**src/rtl/ivd_pkg.sv**
```systemverilog
package ivd_pkg;
    localparam int ADDR_W    = 16;
    localparam int BYTE_W    = 8;
    localparam int NUM_SRC   = 12;
    localparam int NUM_RANKS = 16;
    localparam int RANK_W    = $clog2(NUM_RANKS);
    // maskable sources below this index sit just under the trap rank
    localparam int FIRST_GROUP = 5;

    typedef enum logic [1:0] {
        ST_IDLE,
        ST_RD_HI,
        ST_RD_LO,
        ST_CAPTURE
    } disp_state_t;

    typedef struct packed {
        disp_state_t          state;
        logic [RANK_W-1:0]    rank;
        logic [ADDR_W-1:0]    entry_addr;
        logic [BYTE_W-1:0]    hi_byte;
        logic [2*BYTE_W-1:0]  target;
        logic                 done;
    } disp_regs_t;

    // zero-based rank slot owned by maskable source i (slots 1 and 7 reserved)
    function automatic int src_slot(input int i);
        return (i < FIRST_GROUP) ? i + 2 : i + 3;
    endfunction
endpackage

```
**src/rtl/ivd_rank_arbiter.sv**
```systemverilog
module ivd_rank_arbiter
    import ivd_pkg::*;
#(
    parameter int N_SRC   = NUM_SRC,
    parameter int N_RANKS = NUM_RANKS
) (
    input  logic                        trap_pend_i,
    input  logic [N_SRC-1:0]            pend_i,
    input  logic [N_SRC-1:0]            en_i,
    output logic [$clog2(N_RANKS)-1:0]  win_slot_o
);
    localparam int SW = $clog2(N_RANKS);

    logic [N_RANKS-1:0] req;

    // slot 0: trap, no enable gating; last slot: default, always requesting
    assign req[0]         = trap_pend_i;
    assign req[N_RANKS-1] = 1'b1;

    generate
        for (genvar s = 1; s < N_RANKS - 1; s++) begin : g_slot
            logic hit;
            always_comb begin
                hit = 1'b0;
                for (int i = 0; i < N_SRC; i++) begin
                    if (src_slot(i) == s) hit = hit | (pend_i[i] & en_i[i]);
                end
            end
            assign req[s] = hit;
        end
    endgenerate

    always_comb begin
        win_slot_o = SW'(N_RANKS - 1);
        for (int r = N_RANKS - 1; r >= 0; r--) begin
            if (req[r]) win_slot_o = SW'(r);
        end
    end
endmodule

```
**src/rtl/ivd_table_addr.sv**
```systemverilog
module ivd_table_addr
    import ivd_pkg::*;
#(
    parameter logic [7:0] TOP_OFFSET = 8'hFE
) (
    input  logic [ADDR_W-1:0] pc_i,
    input  logic [RANK_W-1:0] slot_i,
    output logic [ADDR_W-1:0] entry_addr_o
);
    logic       page_roll;
    logic [7:0] page;
    logic [7:0] offset;

    always_comb begin
        page_roll    = (pc_i[7:0] == 8'hFF);
        page         = pc_i[ADDR_W-1:8] + {7'd0, page_roll};
        offset       = TOP_OFFSET - {3'd0, slot_i, 1'b0};
        entry_addr_o = {page, offset};
    end
endmodule

```
**src/rtl/int_vector_dispatch.sv**
```systemverilog
module int_vector_dispatch
    import ivd_pkg::*;
(
    input  logic                 clk,
    input  logic                 rst_n,
    input  logic                 start_i,
    input  logic [ADDR_W-1:0]    dispatch_pc_i,
    input  logic                 trap_pend_i,
    input  logic [NUM_SRC-1:0]   irq_pend_i,
    input  logic [NUM_SRC-1:0]   irq_en_i,
    output logic                 mem_req_o,
    output logic [ADDR_W-1:0]    mem_addr_o,
    input  logic [BYTE_W-1:0]    mem_data_i,
    output logic                 busy_o,
    output logic                 done_o,
    output logic [2*BYTE_W-1:0]  target_o
);
    logic [RANK_W-1:0] win_slot;
    logic [ADDR_W-1:0] calc_addr;
    disp_regs_t        cur_q, nxt_d;

    ivd_rank_arbiter #(.N_SRC(NUM_SRC), .N_RANKS(NUM_RANKS)) u_arb (
        .trap_pend_i (trap_pend_i),
        .pend_i      (irq_pend_i),
        .en_i        (irq_en_i),
        .win_slot_o  (win_slot)
    );

    ivd_table_addr #(.TOP_OFFSET(8'hFE)) u_addr (
        .pc_i         (dispatch_pc_i),
        .slot_i       (win_slot),
        .entry_addr_o (calc_addr)
    );

    always_comb begin
        nxt_d      = cur_q;
        nxt_d.done = 1'b0;
        unique case (cur_q.state)
            ST_IDLE: begin
                if (start_i) begin
                    nxt_d.state      = ST_RD_HI;
                    nxt_d.rank       = win_slot;
                    nxt_d.entry_addr = calc_addr;
                end
            end
            ST_RD_HI:   nxt_d.state = ST_RD_LO;
            ST_RD_LO: begin
                nxt_d.hi_byte = mem_data_i;
                nxt_d.state   = ST_CAPTURE;
            end
            ST_CAPTURE: begin
                nxt_d.target = {cur_q.hi_byte, mem_data_i};
                nxt_d.done   = 1'b1;
                nxt_d.state  = ST_IDLE;
            end
            default:    nxt_d.state = ST_IDLE;
        endcase
    end

    always_ff @(posedge clk or negedge rst_n) begin
        if (!rst_n) cur_q <= '0;
        else        cur_q <= nxt_d;
    end

    assign mem_req_o  = (cur_q.state == ST_RD_HI) || (cur_q.state == ST_RD_LO);
    assign mem_addr_o = {cur_q.entry_addr[ADDR_W-1:1], cur_q.state == ST_RD_LO};
    assign busy_o     = (cur_q.state != ST_IDLE);
    assign done_o     = cur_q.done;
    assign target_o   = cur_q.target;


    reset_quiet_chk: assert property (@(posedge clk) $rose(rst_n) |-> !done_o && !mem_req_o);


    trap_wins_chk: assert property (@(posedge clk) disable iff (!rst_n)
        (start_i && !busy_o && trap_pend_i) |=> (cur_q.entry_addr[7:0] == 8'hFE));


    no_reserved_chk: assert property (@(posedge clk) disable iff (!rst_n)
        busy_o |-> (cur_q.rank != RANK_W'(1)) && (cur_q.rank != RANK_W'(7)));


    default_entry_chk: assert property (@(posedge clk) disable iff (!rst_n)
        (start_i && !busy_o && !trap_pend_i && ((irq_pend_i & irq_en_i) == '0))
        |=> (cur_q.entry_addr[7:0] == 8'hE0));


    hi_even_chk: assert property (@(posedge clk) disable iff (!rst_n)
        (start_i && !busy_o) |=> (mem_req_o && !mem_addr_o[0]));


    lo_follows_chk: assert property (@(posedge clk) disable iff (!rst_n)
        (mem_req_o && !mem_addr_o[0]) |=> (mem_req_o && mem_addr_o == $past(mem_addr_o) + 16'd1));


    done_pulse_chk: assert property (@(posedge clk) disable iff (!rst_n)
        done_o |=> !done_o);


    restart_ignored_chk: assert property (@(posedge clk) disable iff (!rst_n)
        (busy_o && start_i) |=> $stable(cur_q.entry_addr));
endmodule

```
**config.mk**
```make
export PLATFORM = sky130hd
export DESIGN_NAME = int_vector_dispatch
export DESIGN_NICKNAME = d
export VERILOG_FILES = /design/src/rtl/ivd_pkg.sv /design/src/rtl/ivd_rank_arbiter.sv /design/src/rtl/ivd_table_addr.sv /design/src/rtl/int_vector_dispatch.sv
export SDC_FILE = /design/constraint.sdc
export NUM_CORES = 1
export LEC_CHECK = 0
export ABC_AREA = 1
export BUFFER_PORTS_ARGS = -buffer_cell sky130_fd_sc_hd__buf_2
export CAP_MARGIN = 15
export CORE_MARGIN = 4
export CORE_UTILIZATION = 47
export DETAILED_ROUTE_END_ITERATION = 10
export HOLD_SLACK_MARGIN = 0.15
export PLACE_DENSITY = 0.89
export SLEW_MARGIN = 20
export SYNTH_ARGS = -nofsm -noshare
export SYNTH_HDL_FRONTEND = slang
export SYNTH_SLANG_ARGS = --single-unit
export TNS_END_PERCENT = 20
```
**constraint.sdc**
```tcl
create_clock -name clk -period 1.6 [get_ports clk]
set_clock_uncertainty 0.1 [all_clocks]
set_input_delay 0.24 -clock clk [delete_from_list [all_inputs] [get_ports clk]]
set_output_delay 0.24 -clock clk [all_outputs]
set_load 0.05 [all_outputs]
```
==> qor.yml, run 1 <==
run_status:
  outcome: "finished, final reports clean"
route:
  wl_met3_um: 253
  avgRoutedWirePerCell_um: 12.2
  top_layer: "met4"
  num_vias: 1686
  drc: 0
  first_iter_violations: 49
  wirelength_um: 4340
  first_pass_iters: 4
  wl_met2_um: 2300
  antenna_left: 0
  viasPerCell: 4.74
  wirelength_met1_um: 1640
clock_network:
  numCtsBuffers: 5
  htreeDepth: 2
  cts_tree: "yes"
  cts_buffer_depth: 2
  clk_pin_slew_ns: 0.08
  cts_num_sinks: 40
  clock_latency_ns: 0.29
  ctsRootBufferMaster: "clkbuf_8"
critical_path:
  r2r_start: "cur_q[45]"
  cp-endpoint: "mem_req_o"
  r2r-end: "mem_addr_o[10]"
  path_cells: "inv_2 -> ha_2 -> buf_6"
  required_ns: 1.26
  path_depth: 3
  arrival_ns: 1.23
  crit_family: "flip-flops"
  worstSetupEndpointType: "primary output"
  cp-start-kind: "flop"
  crit_buf_inv: 2
  reg2reg_slack_ns: 0.08
  crit_type: "flop to primary output"
  cpPeakStageDelay_ns: 0.40
  rr_worst_depth: 6
  worstPathMaxFanout: 4
  critPathLaunch: "cur_q[45]"
  crit_slowest_cell: "dfrtp_1"
floorplan:
  die_w_um: 73.8
  core-area_um2: 4090
  start_util_pct: 49.8
  fp-row-count: 23
  ios: 87
  die_area_um2: 5450
  die_height_um: 73.8
sta:
  worst_slack_ns: 0.0254
  hold_violations: 0
  tns_ns: 0
  fmaxAchievable_mhz: 635
  drv_slew: 0
  min_period_ns: 1.57
  setup_violations: 0
  rsz0062_at_grt: "yes"
  relSlewSlack_pct: 73.6
  fin_crit_sh_pct: 98.4
  worstMarginPinSlew_ns: 0.396
global_route:
  grt_pass1_wl_um: 7220
  grt_pass1_vias: 1728
  antenna_found_initial: 0
  grtUsageTotal_pct: 17.5
  overflow: 0
  grt_max_degree: 26
placed_design:
  gp_congestion: 0.789
  io_buffers: 86
  dp_hpwl_um: 3360
  dpl_worst_slack_ns: -0.0575
logic_synthesis:
  synthDistinctLibCells: 27
  syn_nets: 286
  yosys_warnings: 0
  netlist_instances: 228
  ys_seq_area_share_pct: 49.2
  syn_area_um2: 2040
  synth.avg_cell_area_um2: 8.93
  ys_ff_latch: 40
pwr:
  ir_worst_vdd_uv: 939
  powerDensity_nw_per_um2: 2200
  p_leak_uw: 0.00136
layout:
  num_antenna_cells: 0
  syn_to_final_growth_pct: 29.0
  seqCellArea_um2: 1000
  multi_input_area_um2: 716
  fillCellCount: 335
  finalNetCount: 363
  drive_gt1_share_pct: 37.9
hold_path:
  hold_path.class: "primary input to flop"
run:
  maxCapViolCount: 0
[kinds of logic after synthesis]
logic type / Yosys count / synth area share (%)
simple gates: 82 / 16.5
xor+xnor: 3 / 1.29
compound gates: 35 / 8.97
flops: 40 / 49.2
buf+inv: 54 / 15.9
fa+ha+maj: 6 / 3.69
mux: 8 / 4.43
[state kept, by name, indices dropped and copies added, names as in the netlist]
register	flops
target_o	16
mem_addr_o	13
done_o	1
cur_q	10
[Yosys cell counts]
cell,count,area [um^2]
o22ai_1,1,6.26
buf_4,31,233
inv_1,16,60.1
buf_2,4,20.0
nor2_1,18,67.6
nor2_2,2,12.5
or2_1,1,6.26
a31oi_1,1,6.26
clkbuf_1,2,7.51
o21a_1,1,7.51
o21ai_0,15,75.1
mux2_2,8,90.1
and2_1,1,6.26
nor3_1,1,5.00
o21bai_1,1,7.51
nand2_2,1,6.26
nand4_1,2,12.5
or2_2,1,6.26
nand2_1,53,199
a21oi_1,14,70.1
nand3_1,1,5.00
inv_2,1,3.75
o21ai_1,2,10.0
dfrtp_1,40,1000
xor2_1,3,26.3
ha_1,6,75.1
nand3_2,1,10.0
[worst register-to-register path: cells and delay by family (launching register included)]
kind	cells	cell delay, ns
flip-flops	1	0.40
AND/OR/NAND/NOR	2	0.20
adder cells (fa/ha/maj)	1	0.20
AO/OA/AOI/OAI	1	0.14
buffers and inverters	2	0.39
[area by class of cell]
type                            instances  area share [%]
Sequential cell                        40            38.1
Clock buffer                            6            3.14
Timing Repair Buffer                  107            25.2
Inverter                               17            2.43
Clock inverter                          2            1.48
Multi-Input combinational cell        134            27.3
Tap cell                               50            2.38
[through the flow]
| stage | cells | hold WS (ns) | utilization (%) | power (uW) | area (um^2) |
|---|---|---|---|---|---|
| after floorplan | 228 | -0.156 | - | 4570 | 2040 |
| after global placement | 331 | 0.0743 | 56.6 | 4710 | 2310 |
| after detailed placement | 331 | 0.0847 | 56.6 | 4820 | 2310 |
| after CTS | 356 | 0.163 | 64.0 | 5810 | 2620 |
| after global routing | 356 | 0.178 | 64.3 | 6120 | 2630 |
| final | 356 | 0.169 | 64.3 | 5770 | 2630 |
[metal layers]
layer / GRT usage [%] / vias up
li1: - / 844
met1: 18.7 / 773
met2: 31.1 / 54
met3: 3.69 / 15
met4: 10.5 / 0
met5: 0 / -
[worst min-delay path by stage]
stage                       from              to  slack [ns]  cells past startpoint
3_5_place_dp               rst_n     target_o[6]        0.08                      1
4_1_cts              irq_en_i[4]   mem_addr_o[3]        0.16                      4
3_3_place_gp               rst_n     target_o[6]        0.07                      1
2_1_floorplan              rst_n       cur_q[17]       -0.16                      0
5_1_grt              irq_en_i[4]   mem_addr_o[3]        0.18                      4
6_report       dispatch_pc_i[11]  mem_addr_o[11]        0.17                      3
[layout by cell type (no fill, tap or decap), drive strengths merged]
cell and count:
o21ai 17, o22ai 1, a31oi 1, buf 91
nand3 2, o21bai 1, dlygate4sd3 15, clkbuf 6
xor2 3, nand2 54, mux2 8, clkinv 1
or2 2, dlymetal6s4s 1, nor2 20, ha 6
o21a 1, bufinv 1, a21oi 14, nor3 1
nand4 2, inv 17, and2 1, dfrtp 40
[timing repair]
item / in CTS / in global routing
hold buffers: 16 / 0
setup buffers: 1 / 0
resized for setup: 6 / 3
pin swaps: 0 / 0
endpoints found under the hold margin: 62 / 0
endpoints found under the setup margin: 3 / 7
[power by group]
part           total, uW  internal, uW  switching, uW
Sequential          1720          1500            216
Clock                859           510            349
Combinational       3190           886           2310
Power figures use the tool's default switching activity.
==> inputs of run 2 (changes only) <==
RECOVER_POWER = 100   (was not set)
==> qor.yml, run 2 (synthesis gave the netlist of run 1 again) <==
layout:
  seqCellArea_um2: 1000  # unchanged
  layout_common_cells: "nand2_1, buf_2, dfrtp_1"  # was buf_2, nand2_1, dfrtp_1
  largest_reg_flops: 16  # unchanged
  fillCellCount: 347  # was 335
  final_common_cell: "nand2_1"  # was buf_2
  num_antenna_cells: 0  # unchanged
  final_area_um2: 2600  # was 2630 um^2
  fin_util_pct: 63.6  # was 64.3%
  multi_input_area_um2: 716  # unchanged
  syn_to_final_growth_pct: 27.6  # was 29.0%
  finalNetCount: 363  # unchanged
  drive_gt1_share_pct: 34.0  # was 37.9%
route:
  avgRoutedWirePerCell_um: 12.2  # about the same
  top_layer: "met4"  # unchanged
  num_vias: 1677  # was 1,686
  wirelength_met1_um: 1660  # was 1640 um
  first_pass_iters: 4  # unchanged
  viasPerCell: 4.71  # was 4.74
  wirelength_um: 4350  # was 4340 um
  drc: 0  # unchanged
  wl_met3_um: 249  # was 253 um
  antenna_left: 0  # unchanged
  first_iter_violations: 46  # was 49
  wl_met2_um: 2310  # was 2300 um
clock_network:
  cts_buffer_depth: 2  # unchanged
  htreeDepth: 2  # unchanged
  numCtsBuffers: 5  # unchanged
  cts_num_sinks: 40  # unchanged
  ctsRootBufferMaster: "clkbuf_8"  # unchanged
  cts_tree: "yes"  # unchanged
  clock_latency_ns: 0.29  # about the same
  clk_pin_slew_ns: 0.08  # about the same
hold_path:
  hold_path.class: "primary input to flop"  # unchanged
pwr:
  switching_share_pct: 50.5  # was 49.8%
  powerDensity_nw_per_um2: 2200  # about the same
  ir_worst_vdd_uv: 940  # was 939 uV
  p_comb_share_pct: 54.7  # was 55.3%
  intPower_uw: 2830  # was 2900 uW
  pwr-share-clk_pct: 15.0  # was 14.9%
  seq_power_share_pct: 30.3  # was 29.8%
  p_switching_uw: 2890  # was 2870 uW
  p_leak_uw: 0.00133  # was 0.00136 uW
sta:
  relSlewSlack_pct: 40.5  # was 73.6%
  hold_violations: 0  # unchanged
  fin_crit_sh_pct: 98.5  # was 98.4%
  worstMarginPinSlew_ns: 0.892  # was 0.396 ns
  drv_slew: 0  # unchanged
  rsz0062_at_grt: "yes"  # unchanged
  hold_slack_ns: 0.169  # about the same
  tns_ns: 0  # unchanged
  min_period_ns: 1.58  # was 1.57 ns
  setup_violations: 0  # unchanged
  fmaxAchievable_mhz: 635  # about the same
global_route:
  grt_pass1_wl_um: 7220  # unchanged
  overflow: 0  # unchanged
  grtUsageTotal_pct: 17.5  # unchanged
  grt_max_degree: 26  # unchanged
  grt_pass1_vias: 1728  # unchanged
  antenna_found_initial: 0  # unchanged
placed_design:
  gp_congestion: 0.789  # unchanged
  dp_hpwl_um: 3360  # unchanged
  io_buffers: 86  # unchanged
  dpl_cell_area_um2: 2310  # unchanged
floorplan:
  fp-row-count: 23  # unchanged
  core-area_um2: 4090  # unchanged
  die_area_um2: 5450  # unchanged
  start_util_pct: 49.8  # unchanged
  die_height_um: 73.8  # unchanged
  die_w_um: 73.8  # unchanged
  ios: 87  # unchanged
critical_path:
  path_cells: "inv_2 -> ha_2 -> buf_6"  # unchanged
  worstSetupEndpointType: "primary output"  # unchanged
  crit_type: "flop to primary output"  # unchanged
  crit_buf_inv: 2  # unchanged
  required_ns: 1.26  # about the same
  crit_family: "flip-flops"  # unchanged
  arrival_ns: 1.24  # was 1.23 ns
  cp-start-kind: "flop"  # unchanged
  crit_slowest_cell: "dfrtp_1"  # unchanged
  cpPeakStageDelay_ns: 0.40  # about the same
  worstPathMaxFanout: 4  # unchanged
run_status:
  outcome: "finished, final reports clean"  # unchanged
run:
  maxCapViolCount: 0  # unchanged
-- run 2: power groups by stage --
stage	clock network, uW	registers (uW)	logic [uW]
floorplan	0	1730	2840
global placement	0	1710	3000
detailed placement	0	1740	3080
CTS	881	1730	3200
global route	921	1800	3350
finish	857	1730	3130
-- run 2: routing by layer --
layer	vias up	track usage [%]
met1	769	18.7
li1	843	-
met3	13	3.69
met5	-	0
met2	52	31.1
met4	0	10.5
-- run 2: path summary, 6_finish.rpt --
check / cells past startpoint / to / from / slack (ns)
max in group asynchronous: 3 / cur_q[23] / rst_n / 0.21
min in group asynchronous: 2 / mem_addr_o[11] / rst_n / 0.48
max: 3 / mem_req_o / cur_q[45] / 0.02
min: 3 / mem_addr_o[11] / dispatch_pc_i[11] / 0.17
min reg2reg: 2 / mem_addr_o[8] / mem_addr_o[8] / 0.39
max reg2reg: 6 / mem_addr_o[10] / cur_q[45] / 0.09
-- run 2: final cells by class --
cell class	instances	area share, %
Clock inverter	2	1.49
Inverter	17	2.46
Tap cell	50	2.41
Multi-Input combinational cell	134	27.6
Clock buffer	6	3.18
Timing Repair Buffer	107	24.4
Sequential cell	40	38.5
-- run 2: repair_timing --
| item | 4_1_cts | 5_1_grt |
|---|---|---|
| gates resized for setup | 6 | 3 |
| endpoints found under the hold margin | 62 | 0 |
| buffers inserted | 1 | 0 |
| hold buffers | 16 | 0 |
| endpoints found under the setup margin | 3 | 7 |
-- run 2: worst reg2reg max path: cells and delay by family, from the launching register on --
family,cells,cell delay [ns]
and+or+nand+nor,2,0.20
adders and majority gates,1,0.20
AOI/OAI and AO/OA,1,0.14
buffers and inverters,2,0.39
DFF,1,0.40
-- run 2: stage by stage --
stage                     worst slack [ns]  total power (uW)  cells
after CTS                           0.0147              5810    356
after global routing               -0.0426              6060    356
final                               0.0246              5720    356
after detailed placement           -0.0575              4820    331
after global placement              0.0315              4710    331
after floorplan                     0.0406              4570    228
==> inputs of run 3 (changes only) <==
clock period = 1.7 ns   (was 1.6 ns; I/O delays follow)
==> qor.yml, run 3 (synthesis gave the netlist of run 1 again) <==
clock_network:
  numCtsBuffers: 5  # unchanged
  ctsRootBufferMaster: "clkbuf_8"  # unchanged
  htreeDepth: 2  # unchanged
  cts_tree: "yes"  # unchanged
  clk_pin_slew_ns: 0.07  # was 0.08 ns
  cts_num_sinks: 40  # unchanged
  clock_latency_ns: 0.29  # about the same
  cts_buffer_depth: 2  # unchanged
sta:
  rsz0062_at_grt: "no"  # was yes
  worstMarginPinSlew_ns: 0.625  # was 0.892 ns
  fin_crit_sh_pct: 94.6
  relSlewSlack_pct: 58.5  # was 40.5%
  min_period_ns: 1.61
  drv_slew: 0  # unchanged
  hold_violations: 0  # unchanged
  hold_slack_ns: 0.175  # was 0.169 ns
  setup_violations: 0  # unchanged
  worst_slack_ns: 0.0913  # was 0.0246 ns
  fmaxAchievable_mhz: 622
global_route:
  antenna_found_initial: 0  # unchanged
  grt_pass1_wl_um: 6860  # was 7220 um
  grt_pass1_vias: 1718  # was 1,728
  grtUsageTotal_pct: 16.1  # was 17.5%
  grt_max_degree: 26  # unchanged
  overflow: 0  # unchanged
route:
  num_vias: 1675  # was 1,677
  first_iter_violations: 52  # was 46
  antenna_left: 0  # unchanged
  drc: 0  # unchanged
  viasPerCell: 4.75  # was 4.71
  wirelength_um: 4110  # was 4350 um
  first_pass_iters: 4  # unchanged
  avgRoutedWirePerCell_um: 11.7  # was 12.2 um
critical_path:
  crit_family: "flip-flops"  # unchanged
  crit_type: "flop to primary output"  # unchanged
  worstSetupEndpointType: "primary output"  # unchanged
  required_ns: 1.34  # was 1.26 ns
  path_depth: 3  # unchanged
  path_cells: "inv_1 -> ha_2 -> buf_6"  # was inv_2 -> ha_2 -> buf_6
  crit_buf_inv: 2  # unchanged
  arrival_ns: 1.25  # was 1.24 ns
  crit_slowest_cell: "dfrtp_1"  # unchanged
  worstPathMaxFanout: 3  # was 4
  cp-start-kind: "flop"  # unchanged
  rr_worst_depth: 3  # was 6
  cpPeakStageDelay_ns: 0.38  # was 0.40 ns
layout:
  layout_common_cells: "nand2_1, buf_2, dfrtp_1"  # unchanged
  syn_to_final_growth_pct: 25.8  # was 27.6%
  finalNetCount: 360  # was 363
  final_common_cell: "nand2_1"  # unchanged
  largest_reg_flops: 16  # unchanged
  seqCellArea_um2: 1000  # unchanged
  num_antenna_cells: 0  # unchanged
  multi_input_area_um2: 713  # was 716 um^2
  drive_gt1_share_pct: 27.1  # was 34.0%
  final_area_um2: 2560  # was 2600 um^2
  fillCellCount: 358  # was 347
  instances_no_fill: 353  # was 356
floorplan:
  fp-row-count: 23  # unchanged
  die_w_um: 73.8  # unchanged
  ios: 87  # unchanged
  die_area_um2: 5450  # unchanged
  core-area_um2: 4090  # unchanged
  die_height_um: 73.8  # unchanged
  start_util_pct: 49.8  # unchanged
pwr:
  powerDensity_nw_per_um2: 2150  # was 2200 nW/um^2
  total_power_uw: 5520  # was 5720 uW
  p_leak_uw: 0.00127  # was 0.00133 uW
  ir_worst_vdd_uv: 1140  # was 940 uV
placed_design:
  dpl_cell_area_um2: 2320  # was 2310 um^2
  gp_congestion: 0.744  # was 0.789
  dpl_worst_slack_ns: -0.0130  # was -0.0575 ns
  placed_cells: 331  # unchanged
  io_buffers: 86  # unchanged
  dp_hpwl_um: 3150  # was 3360 um
hold_path:
  whs_path_depth: 3  # unchanged
  hold_path.class: "primary input to flop"  # unchanged
run_status:
  outcome: "finished, final reports clean"  # unchanged
run:
  maxCapViolCount: 0  # unchanged
run 3: metal layers:
metal | part of all wire, % | global-route usage (%) | vias to the layer above
met5 | 0 | 0 | -
met4 | 1.1 | 4.83 | 0
met3 | 8.8 | 5.34 | 5
met2 | 51 | 30.1 | 65
met1 | 39 | 16.8 | 769
li1 | - | - | 836
run 3: tightest hold or removal path, cell delays in order:
cell and delay, ns:
buf_2 0.12, o21ai_0 0.07, a31oi_1 0.07
run 3: through the flow:
step	utilization, %	TNS, ns
after floorplan	-	0
after global placement	56.9	0
after detailed placement	56.9	-0.0130
after CTS	64.2	0
after global routing	62.7	0
final	62.7	0
run 3: layout make-up:
cell class	instances	share of cell area (%)
clock buffers	5	2.69
clock inverters	3	3.52
inverters	17	2.49
multi-input cells	134	27.8
flip-flops and latches	40	39.1
well taps	50	2.44
repair buffers	104	21.9
run 3: path summary, 6_finish.rpt:
path / slack, ns / end / startpoint
setup / recovery: 0.09 / mem_req_o / cur_q[46]
hold / removal: 0.18 / mem_addr_o[12] / dispatch_pc_i[12]
setup reg to reg: 0.14 / target_o[6] / cur_q[46]
hold reg to reg: 0.40 / mem_addr_o[15] / mem_addr_o[15]
max in group asynchronous: 0.32 / target_o[2] / rst_n
min in group asynchronous: 0.36 / target_o[7] / rst_n
run 3: timing repair:
action,CTS,global route
buffers inserted,0,0
hold endpoints to repair,41,0
hold buffers,14,0
setup endpoints to repair,0,5
gates resized for setup,0,9
run 3: power by group:
part / switching, uW / internal (uW) / total [uW]
clock network: 322 / 734 / 1060
logic: 2160 / 673 / 2830
registers: 216 / 1420 / 1630
